## src/rtl/sinc3_pkg.sv

```systemverilog
package sinc3_pkg;
    localparam int ORDER        = 3;
    localparam int DIFF_DELAY   = 1;
    localparam int IN_W         = 1;
    localparam int MIN_LOG2     = 5;
    localparam int MAX_LOG2     = 11;
    localparam int NUM_FACTORS  = MAX_LOG2 - MIN_LOG2 + 1;
    localparam int CODE_W       = 4;
    localparam int OUT_W        = 14;
    localparam int SKIP_RESULTS = 3;
    localparam int ACC_W        = ORDER * (MAX_LOG2 + $clog2(DIFF_DELAY)) + IN_W;
    localparam int LOG2_W       = $clog2(MAX_LOG2 + 1);
    localparam int CNT_W        = MAX_LOG2 + 1;
    localparam int SKIP_W       = $clog2(SKIP_RESULTS + 1);
    localparam int SHIFT_W      = $clog2(ACC_W);

    // Map the rate code to log2 of the decimation factor; out-of-range codes use the smallest factor.
    function automatic logic [LOG2_W-1:0] code_to_log2(input logic [CODE_W-1:0] code);
        if (int'(code) < NUM_FACTORS) begin
            return LOG2_W'(int'(code) + MIN_LOG2);
        end
        return LOG2_W'(MIN_LOG2);
    endfunction
endpackage

```

## src/rtl/sinc3_ctrl.sv

```systemverilog
module sinc3_ctrl
    import sinc3_pkg::*;
(
    input  logic              clk,
    input  logic              rst_n,
    input  logic [CODE_W-1:0] code_i,
    output logic              integ_en_o,
    output logic              comb_en_o,
    output logic              clear_o,
    output logic              emit_o,
    output logic [LOG2_W-1:0] log2_o
);
    typedef struct packed {
        logic [CODE_W-1:0] code;
        logic [CNT_W-1:0]  cnt;
        logic [SKIP_W-1:0] skip;
        logic              run;
    } ctrl_t;

    ctrl_t             st_q, st_d;
    logic [LOG2_W-1:0] log2_cur;
    logic [CNT_W-1:0]  last_cnt;
    logic              change;
    logic              tick;

    always_comb begin
        log2_cur = code_to_log2(st_q.code);
        last_cnt = (CNT_W'(1) << log2_cur) - CNT_W'(1);
        change   = (code_i != st_q.code);
        tick     = st_q.run && (st_q.cnt == last_cnt) && !change;

        st_d      = st_q;
        st_d.run  = 1'b1;
        st_d.code = code_i;
        if (change) begin
            st_d.cnt  = '0;
            st_d.skip = SKIP_W'(SKIP_RESULTS);
        end else if (st_q.run) begin
            if (st_q.cnt == last_cnt) begin
                st_d.cnt = '0;
                if (st_q.skip != '0) begin
                    st_d.skip = st_q.skip - SKIP_W'(1);
                end
            end else begin
                st_d.cnt = st_q.cnt + CNT_W'(1);
            end
        end
    end

    always_ff @(posedge clk or negedge rst_n) begin
        if (!rst_n) begin
            st_q <= '0;
        end else begin
            st_q <= st_d;
        end
    end

    assign integ_en_o = st_q.run;
    assign comb_en_o  = tick;
    assign clear_o    = change;
    assign emit_o     = tick && (st_q.skip == '0);
    assign log2_o     = log2_cur;

    AST_CNT_BOUND: assert property (@(posedge clk) disable iff (!rst_n)
        st_q.cnt <= last_cnt);

    AST_CHANGE_RESTART: assert property (@(posedge clk) disable iff (!rst_n)
        change |=> (st_q.cnt == '0) && (st_q.skip == SKIP_W'(SKIP_RESULTS)));
endmodule

```

## src/rtl/sinc3_integ.sv

```systemverilog
module sinc3_integ #(
    parameter int W      = sinc3_pkg::ACC_W,
    parameter int STAGES = sinc3_pkg::ORDER
) (
    input  logic         clk,
    input  logic         rst_n,
    input  logic         en_i,
    input  logic         bit_i,
    output logic [W-1:0] acc_o
);
    typedef struct packed {
        logic [STAGES-1:0][W-1:0] acc;
    } integ_t;

    integ_t                   st_q, st_d;
    logic [W-1:0]             step;
    logic [STAGES-1:0][W-1:0] acc_nxt;

    assign step = bit_i ? W'(1) : {W{1'b1}};

    for (genvar g = 0; g < STAGES; g++) begin : g_stage
        if (g == 0) begin : g_first
            assign acc_nxt[g] = st_q.acc[g] + step;
        end else begin : g_chain
            assign acc_nxt[g] = st_q.acc[g] + st_q.acc[g-1];
        end
    end

    always_comb begin
        st_d = st_q;
        if (en_i) begin
            st_d.acc = acc_nxt;
        end
    end

    always_ff @(posedge clk or negedge rst_n) begin
        if (!rst_n) begin
            st_q <= '0;
        end else begin
            st_q <= st_d;
        end
    end

    assign acc_o = st_q.acc[STAGES-1];

    AST_UNIT_STEP: assert property (@(posedge clk) disable iff (!rst_n)
        en_i |=> ((st_q.acc[0] - $past(st_q.acc[0])) == W'(1)) ||
                 ((st_q.acc[0] - $past(st_q.acc[0])) == {W{1'b1}}));
endmodule

```

## src/rtl/sinc3_comb.sv

```systemverilog
module sinc3_comb #(
    parameter int W      = sinc3_pkg::ACC_W,
    parameter int STAGES = sinc3_pkg::ORDER
) (
    input  logic         clk,
    input  logic         rst_n,
    input  logic         en_i,
    input  logic         clr_i,
    input  logic [W-1:0] din_i,
    output logic [W-1:0] res_o
);
    typedef struct packed {
        logic [STAGES-1:0][W-1:0] dly;
    } comb_t;

    comb_t                    st_q, st_d;
    logic [STAGES-1:0][W-1:0] diff;
    logic [STAGES-1:0][W-1:0] stage_in;

    for (genvar g = 0; g < STAGES; g++) begin : g_stage
        if (g == 0) begin : g_first
            assign stage_in[g] = din_i;
        end else begin : g_chain
            assign stage_in[g] = diff[g-1];
        end
        assign diff[g] = stage_in[g] - st_q.dly[g];
    end

    always_comb begin
        st_d = st_q;
        if (clr_i) begin
            st_d.dly = '0;
        end else if (en_i) begin
            st_d.dly = stage_in;
        end
    end

    always_ff @(posedge clk or negedge rst_n) begin
        if (!rst_n) begin
            st_q <= '0;
        end else begin
            st_q <= st_d;
        end
    end

    assign res_o = diff[STAGES-1];

    AST_COMB_FLUSH: assert property (@(posedge clk) disable iff (!rst_n)
        clr_i |=> (st_q.dly == '0));

    AST_COMB_IDLE: assert property (@(posedge clk) disable iff (!rst_n)
        (!en_i && !clr_i) |=> $stable(st_q.dly));
endmodule

```

## src/rtl/sinc3_decimator.sv

```systemverilog
module sinc3_decimator
    import sinc3_pkg::*;
(
    input  logic              clk,
    input  logic              rst_n,
    input  logic              sd_bit,
    input  logic [CODE_W-1:0] rate_code,
    output logic [OUT_W-1:0]  dec_word,
    output logic              dec_valid
);
    typedef struct packed {
        logic [OUT_W-1:0] word;
        logic             valid;
    } out_t;

    out_t               out_q, out_d;
    logic               integ_en;
    logic               comb_en;
    logic               clear;
    logic               emit;
    logic [LOG2_W-1:0]  log2_sel;
    logic [ACC_W-1:0]   integ_out;
    logic [ACC_W-1:0]   comb_out;
    logic [SHIFT_W-1:0] win_shift;

    sinc3_ctrl u_ctrl (
        .clk        (clk),
        .rst_n      (rst_n),
        .code_i     (rate_code),
        .integ_en_o (integ_en),
        .comb_en_o  (comb_en),
        .clear_o    (clear),
        .emit_o     (emit),
        .log2_o     (log2_sel)
    );

    sinc3_integ #(.W(ACC_W), .STAGES(ORDER)) u_integ (
        .clk   (clk),
        .rst_n (rst_n),
        .en_i  (integ_en),
        .bit_i (sd_bit),
        .acc_o (integ_out)
    );

    sinc3_comb #(.W(ACC_W), .STAGES(ORDER)) u_comb (
        .clk   (clk),
        .rst_n (rst_n),
        .en_i  (comb_en),
        .clr_i (clear),
        .din_i (integ_out),
        .res_o (comb_out)
    );

    always_comb begin
        win_shift = SHIFT_W'(ORDER * int'(log2_sel) - (OUT_W - 1));
        out_d       = out_q;
        out_d.valid = emit;
        if (emit) begin
            out_d.word = OUT_W'(comb_out >> win_shift);
        end
    end

    always_ff @(posedge clk or negedge rst_n) begin
        if (!rst_n) begin
            out_q <= '0;
        end else begin
            out_q <= out_d;
        end
    end

    assign dec_word  = out_q.word;
    assign dec_valid = out_q.valid;

    AST_STROBE_SINGLE: assert property (@(posedge clk) disable iff (!rst_n)
        dec_valid |=> !dec_valid);

    AST_WORD_HELD: assert property (@(posedge clk) disable iff (!rst_n)
        !emit |=> $stable(dec_word));
endmodule

```

## config.mk

```make
export PLATFORM = sky130hd
export DESIGN_NAME = sinc3_decimator
export DESIGN_NICKNAME = d
export VERILOG_FILES = /design/src/rtl/sinc3_pkg.sv /design/src/rtl/sinc3_ctrl.sv /design/src/rtl/sinc3_integ.sv /design/src/rtl/sinc3_comb.sv /design/src/rtl/sinc3_decimator.sv
export SDC_FILE = /design/constraint.sdc
export NUM_CORES = 1
export LEC_CHECK = 0
export BUFFER_PORTS_ARGS = -buffer_cell sky130_fd_sc_hd__buf_2
export CORE_MARGIN = 3
export CORE_UTILIZATION = 62
export DETAILED_ROUTE_END_ITERATION = 12
export PLACE_DENSITY = 0.78
export SETUP_SLACK_MARGIN = 0.4
export SKIP_CTS_REPAIR_TIMING = 1
export SLEW_MARGIN = 15
export SYNTH_ARGS = -nofsm -noshare
export SYNTH_HDL_FRONTEND = slang
export SYNTH_SLANG_ARGS = --single-unit
```

## constraint.sdc

```tcl
create_clock -name clk -period 8.24 [get_ports clk]
set_input_delay 1.648 -clock clk [delete_from_list [all_inputs] [get_ports clk]]
set_output_delay 1.648 -clock clk [all_outputs]
set_load 0.1 [all_outputs]
```

==> flow_summary.toml, run 1 <==
[outcome]
outcome = "complete, no violations"

[critical_path]
slowest_delay_ns = 0.41
start_kind = "flip-flop"
cp_data_required_time_ns = 8.70
worstReg2RegStart = "u_integ.acc_o[0]"
r2r_setup_slack_ns = 0.74
r2r_end = "dec_word[10]"
endpoint_kind = "flip-flop"
critPathMaxFanout = 9
crit_path_start = "u_integ.acc_o[0]"
critPathCapture = "dec_word[10]"
crit_arrival_ns = 7.96
crit_type = "flip-flop to flip-flop"
cp_slowest_cell = "or4_1"
rr_worst_depth = 31

[cts]
htree_num_levels = 1
clock_latency_ns = 0.58
cts_made_buffers = 29
clockBufferDepth = 3
clkSinkCount = 238
clkTransAtPathRegs_ns = 0.06
cts_root_buffer = "clkbuf_16"
cts_tree = "done"

[final_layout]
fin_nets = 2904
register_area_um2 = 5959
instances_no_fill = 3154
area_growth_pct = 6.978
antennaDiodeCount = 0
fillers = 2883
multi_input_area_um2 = 15440
utilization_pct = 68.07
final_cell_mix = "nand2_1, a21oi_1, dfrtp_1"
final_common_cell = "nand2_1"
drive_above_1_share_pct = 8.781

[sta]
max_freq_ghz = 0.1333
fin_skew_ns = 0.02322
min_period_over_period_pct = 91.06
slew_headroom_pct = 24.32
setup_viol = 0
rsz0062_at_grt = "false"
setup_tns_ns = 0
hold_viol = 0
finalCriticalPeriod_ns = 7.503
worst_pin_slew_ns = 1.131
drv_slew = 0

[global_route]
antenna_found_initial = 0
track_usage_pct = 27.90
grt_pass1_vias = 19320
grt_pass1_wl_mm = 91.71
grt-ovfl-total = 0
grt_start_max_net_pins = 151

[synth]
syn_area_um2 = 22250
synth_ff_type = "dfrtp_1"
syn_inst = 2714
synth.distinct_cells = 103
synth-seq-cells = 238
yosysSeqAreaShare_pct = 26.77
postSynthAreaPerCell_um2 = 8.199
synth-edff-count = 0
synth_nets = 2938
ys_async_sr_fraction_pct = 100.0
yosys_warnings = 0

[routing]
wl_per_cell_um = 17.20
ant_nets = 0
dr.pass1.iters = 8
drt-initial-drc-count = 1035
vias = 19880
routed_wl_mm = 54.25
avgViaCountPerCell = 6.303
drc = 0

[placement]
place_inst = 3100
buffer_ports.inserted = 21
dp_hpwl_mm = 40.27
globalplace.congestion = 0.9424

[floorplanning]
die_h_um = 195.4
initial_core_util_pct = 63.63
die_area_um2 = 38200
rows = 68
die_x_um = 195.4
io_pins = 22
core_area_um2 = 34970

[hold_path]
whs_path_depth = 2
hp-class = "flip-flop to flip-flop"

[flow_run]
cap_viol_max_count = 0
## through the flow
step / hold slack, ns / worst slack (ns) / cell area [um^2]
2_1_floorplan: 0.4802 / 1.263 / 22250
3_3_place_gp: 0.4622 / 0.5479 / 22680
3_5_place_dp: 0.4806 / 0.3273 / 22680
4_1_cts: 0.4922 / 0.3003 / 23650
5_1_grt: 0.5044 / 0.3427 / 23800
6_report: 0.4853 / 0.7371 / 23800
## critical path: cells and delay by family, from the launching register on
| kind | cells | cell delay (ns) |
|---|---|---|
| xor+xnor | 4 | 0.87 |
| buf+inv | 1 | 0.09 |
| flops | 1 | 0.39 |
| simple gates | 7 | 1.55 |
| fa+ha+maj | 4 | 0.99 |
| compound gates | 15 | 3.50 |
## flip-flops by register name, summed over array words and instances (netlist names)
register and count:
dec_word 14, u_ctrl.st_q 18, dec_valid 1, u_integ.acc_o 34, u_integ.st_q 68, u_ctrl.integ_en_o 1, u_comb.st_q 102
## kinds of logic after synthesis
family / Yosys count / synth area share (%)
adders and majority gates: 217 / 12.40
other: 1 / 0.01685
DFF: 238 / 26.77
and+or+nand+nor: 863 / 18.29
xor gates and xnor gates: 192 / 7.720
AOI/OAI and AO/OA: 850 / 25.21
buffers and inverters: 262 / 4.588
muxes: 91 / 5.010
## worst min-delay path by stage
| stage | startpoint | end | slack, ns |
|---|---|---|---|
| after floorplan | u_comb.st_q[69] | u_comb.st_q[69] | 0.48 |
| after global placement | dec_word[9] | dec_word[9] | 0.46 |
| after detailed placement | dec_word[11] | dec_word[11] | 0.48 |
| after CTS | dec_word[11] | dec_word[11] | 0.49 |
| after global routing | dec_word[5] | dec_word[5] | 0.50 |
| final | dec_word[9] | dec_word[9] | 0.49 |
## metal layers
metal  vias up  global-route usage [%]  wire [um]
met2       422                   49.39      26530
met3       138                   2.847       1974
met1      9508                   34.77      23430
li1       9813                       -          -
met4         0                   11.62       2317
met5         -                       0          0
## synthesized netlist by cell type (9+ instances only)
library cell	n	area share, %
nand2_1	358	6.0
a21oi_1	279	6.3
dfrtp_1	238	27
ha_1	211	12
nor2_1	154	2.6
inv_1	153	2.6
xnor2_1	125	4.9
o21ai_0	123	2.8
a21o_1	95	3.2
clkbuf_1	80	1.3
nor3_1	75	1.7
mux2_2	73	3.7
xor2_1	64	2.5
nand3_1	55	1.2
o21a_1	46	1.6
a211oi_1	38	1.3
and3_1	30	0.84
nand2b_1	30	0.84
or3_1	28	0.79
o21bai_1	27	0.91
nor2b_1	25	0.70
o31ai_1	22	0.74
o211ai_1	20	0.67
a31oi_1	19	0.53
and2_1	18	0.51
buf_2	18	0.40
nand4_1	17	0.48
a21boi_0	13	0.44
a31o_2	12	0.47
a211o_1	11	0.43
nor4_1	11	0.31
a311oi_1	10	0.39
o21ai_1	10	0.22
mux2i_1	9	0.40
mux4_2	9	0.91
o2111ai_1	9	0.35
o311ai_0	9	0.35
## final cells by class
type	instances	area share, %
repair buffers	42	1.198
clock buffers	43	3.564
flip-flops and latches	238	25.04
multi-input cells	2214	64.86
well taps	455	2.392
inverters	155	2.444
clock inverters	7	0.5099
Power of run 1 is left out: the tool's default activity adds up to more than one toggle a clock period on the data nets, which glitch-free logic cannot reach.
==> run 2, diff against run 1 <==
--- a/config.mk
+++ b/config.mk
@@ -7,12 +7,13 @@
 export LEC_CHECK = 0
 export BUFFER_PORTS_ARGS = -buffer_cell sky130_fd_sc_hd__buf_2
 export CORE_MARGIN = 3
-export CORE_UTILIZATION = 62
+export CORE_UTILIZATION = 23
 export DETAILED_ROUTE_END_ITERATION = 12
-export PLACE_DENSITY = 0.78
+export PLACE_DENSITY = 0.36
 export SETUP_SLACK_MARGIN = 0.4
 export SKIP_CTS_REPAIR_TIMING = 1
 export SLEW_MARGIN = 15
 export SYNTH_ARGS = -nofsm -noshare
 export SYNTH_HDL_FRONTEND = slang
+export SYNTH_HIERARCHICAL = 1
 export SYNTH_SLANG_ARGS = --single-unit
==> run 2 against run 1 <==
  * Global-route usage fell by 16 points
  * Largest cell class unchanged
  * Via count fell by 8.0%
  * Sequential share of layout area shrank 1.9 points
  * Count of clock-buffer cells in the layout rose by 6
  * Critical path type unchanged
  * Core utilization shrank 42 points
  * Die area rose to 2.7 times the previous value
==> flow_summary.toml, run 2 <==
[cts]
clkTransAtPathRegs_ns = 0.06
cts_made_buffers = 36
clock_latency_ns = 0.56
clockBufferDepth = 3
cts_root_buffer = "clkbuf_16"
clkSinkCount = 238
cts_tree = "done"
htree_num_levels = 2

[global_route]
grt_pass1_wl_mm = 100.3
antenna_found_initial = 0
grt_pass1_vias = 18540
grt_start_max_net_pins = 161
track_usage_pct = 11.71
grt-ovfl-total = 0

[critical_path]
crit_type = "flip-flop to flip-flop"
cp_data_required_time_ns = 8.71
critPathMaxFanout = 4
slowest_delay_ns = 0.55
start_kind = "flip-flop"
cp_slowest_cell = "or4_4"
path_buf_inv = 1
endpoint_kind = "flip-flop"
crit_arrival_ns = 7.94
critPathTopFamily = "compound AO/OA/AOI/OAI gates"

[floorplanning]
io_pins = 22
die_area_um2 = 103000
die_h_um = 320.9
rows = 114
core_area_um2 = 97560
die_x_um = 320.9
initial_core_util_pct = 23.38

[sta]
drv_slew = 0
finalCriticalPeriod_ns = 7.469
fin_skew_ns = 0.03279
hold_viol = 0
slew_headroom_pct = 35.84
max_freq_ghz = 0.1339
setup_viol = 0
rsz0062_at_grt = "true"
worst_pin_slew_ns = 0.9624
setup_tns_ns = 0
min_period_over_period_pct = 90.64

[synth]
synth_common_cells = "dfrtp_1, nor2_1, ha_1, a21oi_1, inv_1"
synth.top_cell.area_share_pct = 26.11
synth-edff-count = 0
yosysSeqAreaShare_pct = 26.11
ys_async_sr_fraction_pct = 100.0
yosys_warnings = 6
yosysMostFrequentCell = "dfrtp_1"
postSynthAreaPerCell_um2 = 8.817
synth.distinct_cells = 111
synth_nets = 2808
synth_area_leader_cell = "dfrtp_1"
synth-seq-cells = 238
netlist_top_cells_area = "dfrtp_1, ha_1, mux2i_1"
syn_area_um2 = 22810
syn_inst = 2587
synth_ff_type = "dfrtp_1"

[final_layout]
regMostFlops = "u_comb/st_q"
drive_above_1_share_pct = 12.63
fin_nets = 2760
utilization_pct = 26.35
largest_register_ffs = 102
fillers = 10540
antennaDiodeCount = 0
final_cell_mix = "dfrtp_1, nor2_1, ha_1"
final_common_cell = "dfrtp_1"
area_growth_pct = 12.72

[routing]
drc = 0
vias = 18280
avgViaCountPerCell = 4.760
ant_nets = 0
dr.pass1.iters = 5
routed_wl_mm = 60.80
wl_per_cell_um = 15.83
drt-initial-drc-count = 979

[outcome]
outcome = "complete, no violations"

[placement]
globalplace.congestion = 0.8335
buffer_ports.inserted = 21
dp_hpwl_mm = 45.17

[hold_path]
hp-class = "flip-flop to flip-flop"

[flow_run]
cap_viol_max_count = 0
run 2: changes by cell type in the layout (fill, tap and decap cells not counted), moves of 18 or more:
cell | previous run | this run
or3_1 | 28 | 7
inv_1 | 153 | 176
nor3_1 | 75 | 31
nand2_1 | 357 | 148
nand4_1 | 17 | 35
a21oi_1 | 279 | 180
mux2i_1 | 9 | 155
nor2_1 | 154 | 215
o21ai_0 | 119 | 89
run 2: routing by layer:
layer | vias up | global-route usage [%] | routed length, um
met5 | - | 0 | 0
met4 | 0 | 3.521 | 1559
met3 | 92 | 1.560 | 1597
li1 | 9335 | - | -
met1 | 8646 | 15.62 | 29460
met2 | 211 | 19.70 | 28180
run 2: cells by family after synthesis:
kind of cell             count (synthesis)  share of synthesized area (%)
other                                    1                        0.01644
multiplexers                           250                          12.78
adder cells (fa/ha/maj)                214                          11.94
flip-flops                             238                          26.11
XOR/XNOR                               189                          7.323
AO/OA/AOI/OAI                          703                          21.12
buffers and inverters                  324                          6.303
AND/OR/NAND/NOR                        668                          14.41
run 2: layout make-up:
type / count / area [um^2] / area share [%]
Clock inverter: 15 / 240.2 / 0.9344
Timing Repair Buffer: 59 / 412.9 / 1.606
Inverter: 179 / 673.1 / 2.618
Tap cell: 1276 / 1597 / 6.210
Clock buffer: 49 / 1031 / 4.010
Multi-Input combinational cell: 2025 / 15800 / 61.44
Sequential cell: 238 / 5961 / 23.18
run 2: per-stage QoR:
step	instance area, um^2	instances	hold slack, ns	setup WS [ns]
after floorplan	22810	2587	0.4428	1.297
after global placement	23960	3760	0.4988	0.5467
after detailed placement	23960	3760	0.4815	0.4174
after CTS	25230	3824	0.4942	0.3770
after global routing	25710	3841	0.5226	0.3509
final	25710	3841	0.5043	0.7711
run 2: final timing paths:
kind | cells past startpoint | to | from | slack, ns
min in group asynchronous | 1 | u_comb/st_q[2] | rst_n | 1.12
hold reg to reg | 1 | dec_word[4] | dec_word[4] | 0.50
setup / recovery | 33 | dec_word[3] | u_integ/acc_o[0] | 0.77
setup reg to reg | 33 | dec_word[3] | u_integ/acc_o[0] | 0.77
hold / removal | 1 | dec_word[4] | dec_word[4] | 0.50
max in group asynchronous | 2 | u_integ/st_q[20] | rst_n | 5.78
run 2: worst register-to-register path: cells and delay by family (launching register included):
kind | cells | cell delay, ns
compound gates | 12 | 2.40
xor+xnor | 4 | 0.68
fa+ha+maj | 4 | 1.16
buf+inv | 1 | 0.08
flops | 1 | 0.41
mux | 3 | 1.13
simple gates | 9 | 1.54
Power of run 2 is left out for the same reason.
==> run 3, diff against run 2 <==
--- a/config.mk
+++ b/config.mk
@@ -5,6 +5,7 @@
 export SDC_FILE = /design/constraint.sdc
 export NUM_CORES = 1
 export LEC_CHECK = 0
+export ABC_AREA = 1
 export BUFFER_PORTS_ARGS = -buffer_cell sky130_fd_sc_hd__buf_2
 export CORE_MARGIN = 3
 export CORE_UTILIZATION = 23
==> run 3 against run 2 <==
  * Non-clock buffer count decreased by 25
  * First-iteration DRC count increased by 16%
  * Routed wire length increased by 42%
  * Global-route usage rose by 3.6 points
  * Clock skew shrank 0.018 ns
  * Design area rose by 8.4%
  * Synthesized cell count increased by 52%
  * Die area rose by 10%
  * Count of clock-buffer cells in the layout up 4
  * Flip-flop and latch count unchanged
  * Setup slack better by 1.1 ns
  * Largest cell class unchanged
  * Highest routed layer unchanged
==> flow_summary.toml, run 3 <==
[outcome]
outcome = "complete, no violations"

[placement]
buffer_ports.inserted = 21
place_area_um2 = 26550
dp_hpwl_mm = 69.80
globalplace.congestion = 0.8495

[critical_path]
worst-path-stages = 39
start_kind = "flip-flop"
worstReg2RegStart = "u_integ/acc_o[0]"
crit_arrival_ns = 6.79
rr_worst_depth = 39
critPathMaxFanout = 5
critPathCapture = "dec_word[8]"
r2r_end = "dec_word[8]"
crit_type = "flip-flop to flip-flop"
cp_data_required_time_ns = 8.70
endpoint_kind = "flip-flop"
path_buf_inv = 5
slowest_delay_ns = 0.40
crit_path_start = "u_integ/acc_o[0]"
cpMostUsedCell = "nand2_1"
r2r_setup_slack_ns = 1.91
critPathTopFamily = "simple AND/OR/NAND/NOR gates"
cp_slowest_cell = "fa_1"

[sta]
worst_pin_slew_ns = 0.9989
hold_viol = 0
max_freq_ghz = 0.1581
setup_viol = 0
rsz0062_at_grt = "false"
slew_headroom_pct = 32.99
finalCriticalPeriod_ns = 6.325
min_period_over_period_pct = 76.76
drv_slew = 0
hold_slack_ns = 0.4776
fin_skew_ns = 0.01513
setup_tns_ns = 0

[final_layout]
largest_register_ffs = 102
final_cell_mix = "nand2_1, inv_1, nand3_1"
regMostFlops = "u_comb/st_q"
antennaDiodeCount = 0
area_growth_pct = 10.71
final_common_cell = "nand2_1"
stdcell_area_um2 = 27860
drive_above_1_share_pct = 7.845
fillers = 12270
fin_nets = 4121
utilization_pct = 25.84

[floorplanning]
io_pins = 22
rows = 120
core_area_um2 = 107800
initial_core_util_pct = 23.34
die_area_um2 = 113400
die_x_um = 336.8
die_h_um = 336.8

[synth]
synth-seq-cells = 238
synth.top_cell.area_share_pct = 23.67
synth.distinct_cells = 66
postSynthAreaPerCell_um2 = 6.400
yosys_warnings = 6
synth_area_leader_cell = "dfrtp_1"
yosysSeqAreaShare_pct = 23.67
synth_ff_type = "dfrtp_1"
synth_nets = 4153
synth_common_cells = "nand2_1, inv_1, nand3_1, nor2_1, dfrtp_1"
netlist_top_cells_area = "dfrtp_1, nand2_1, ha_1"
syn_area_um2 = 25160
syn_inst = 3932
ys_async_sr_fraction_pct = 100.0
synth-edff-count = 0
yosysMostFrequentCell = "nand2_1"

[routing]
routed_wl_mm = 86.37
drt-initial-drc-count = 1139
avgViaCountPerCell = 4.459
wl_per_cell_um = 16.21
ant_nets = 0
dr.pass1.iters = 5
drc = 0
vias = 23760

[global_route]
antenna_found_initial = 0
track_usage_pct = 15.28
grt_pass1_wl_mm = 137.1
grt_pass1_vias = 24320
grt_start_max_net_pins = 134
grt-ovfl-total = 0

[cts]
cts_root_buffer = "clkbuf_16"
clkTransAtPathRegs_ns = 0.06
clockBufferDepth = 3
clkSinkCount = 238
clock_latency_ns = 0.55
cts_made_buffers = 36
cts_tree = "done"
htree_num_levels = 2

[flow_run]
cap_viol_max_count = 0

[hold_path]
min-delay-start = "dec_word[11]"
hp-class = "flip-flop to flip-flop"
run 3: cell count changes after synthesis, moves of 28 or more:
| cell | change |
|---|---|
| a21o_1 | -80 |
| nor2_1 | +63 |
| mux2i_1 | -155 |
| inv_1 | +391 |
| o21ai_0 | +116 |
| clkbuf_1 | -47 |
| nand3_1 | +245 |
| nor2b_1 | -28 |
| mux2_2 | -69 |
| nand2_2 | +57 |
| a211oi_1 | -30 |
| xnor2_1 | -65 |
| nand2_1 | +1079 |
run 3: area by class of cell:
type,instances,area [um^2],share of cell area [%]
tap,1403,1755,6.301
clock inverter,11,195.2,0.7006
sequential,238,5957,21.38
inverter,589,2217,7.959
multi-input combinational,3001,16390,58.84
clock buffer,53,1117,4.011
timing repair buffer,34,225.2,0.8084
run 3: worst min-delay path by stage:
stage          slack [ns]               to  cells past startpoint
4_1_cts              0.48      dec_word[5]                      2
2_1_floorplan        0.45  u_comb/st_q[62]                      2
5_1_grt              0.50     dec_word[11]                      2
3_5_place_dp         0.46      dec_word[0]                      2
3_3_place_gp         0.47      dec_word[5]                      2
6_report             0.48     dec_word[11]                      2
run 3: layer usage:
metal	vias to the layer above	global-route usage [%]	routed length, um
met2	243	27.51	42320
met1	10830	19.04	39370
met3	119	1.305	1592
met4	0	5.244	3090
met5	-	0	0
li1	12570	-	-
run 3: stage by stage:
stage / std cells / setup slack (ns)
6_report: 5329 / 1.915
5_1_grt: 5329 / 1.103
4_1_cts: 5329 / 1.759
3_5_place_dp: 5265 / 1.797
3_3_place_gp: 5265 / 1.700
2_1_floorplan: 3932 / 2.950
run 3: tightest hold or removal path, cell delays in order (launching register included):
cell,delay [ns]
dfrtp_1,0.34
nand2_1,0.05
nand2_1,0.06
run 3: kinds of logic (layout without fill, tap and decap cells):
group	count (synthesis)	count (layout)	share of synthesized area, %
AO/OA/AOI/OAI	580	580	13.32
XOR/XNOR	139	139	5.221
adder cells (fa/ha/maj)	214	214	10.82
buffers and inverters	693	687	11.27
flip-flops	238	238	23.67
other	1	1	0.01490
AND/OR/NAND/NOR	2067	2067	35.69
Power of run 3 is left out for the same reason.
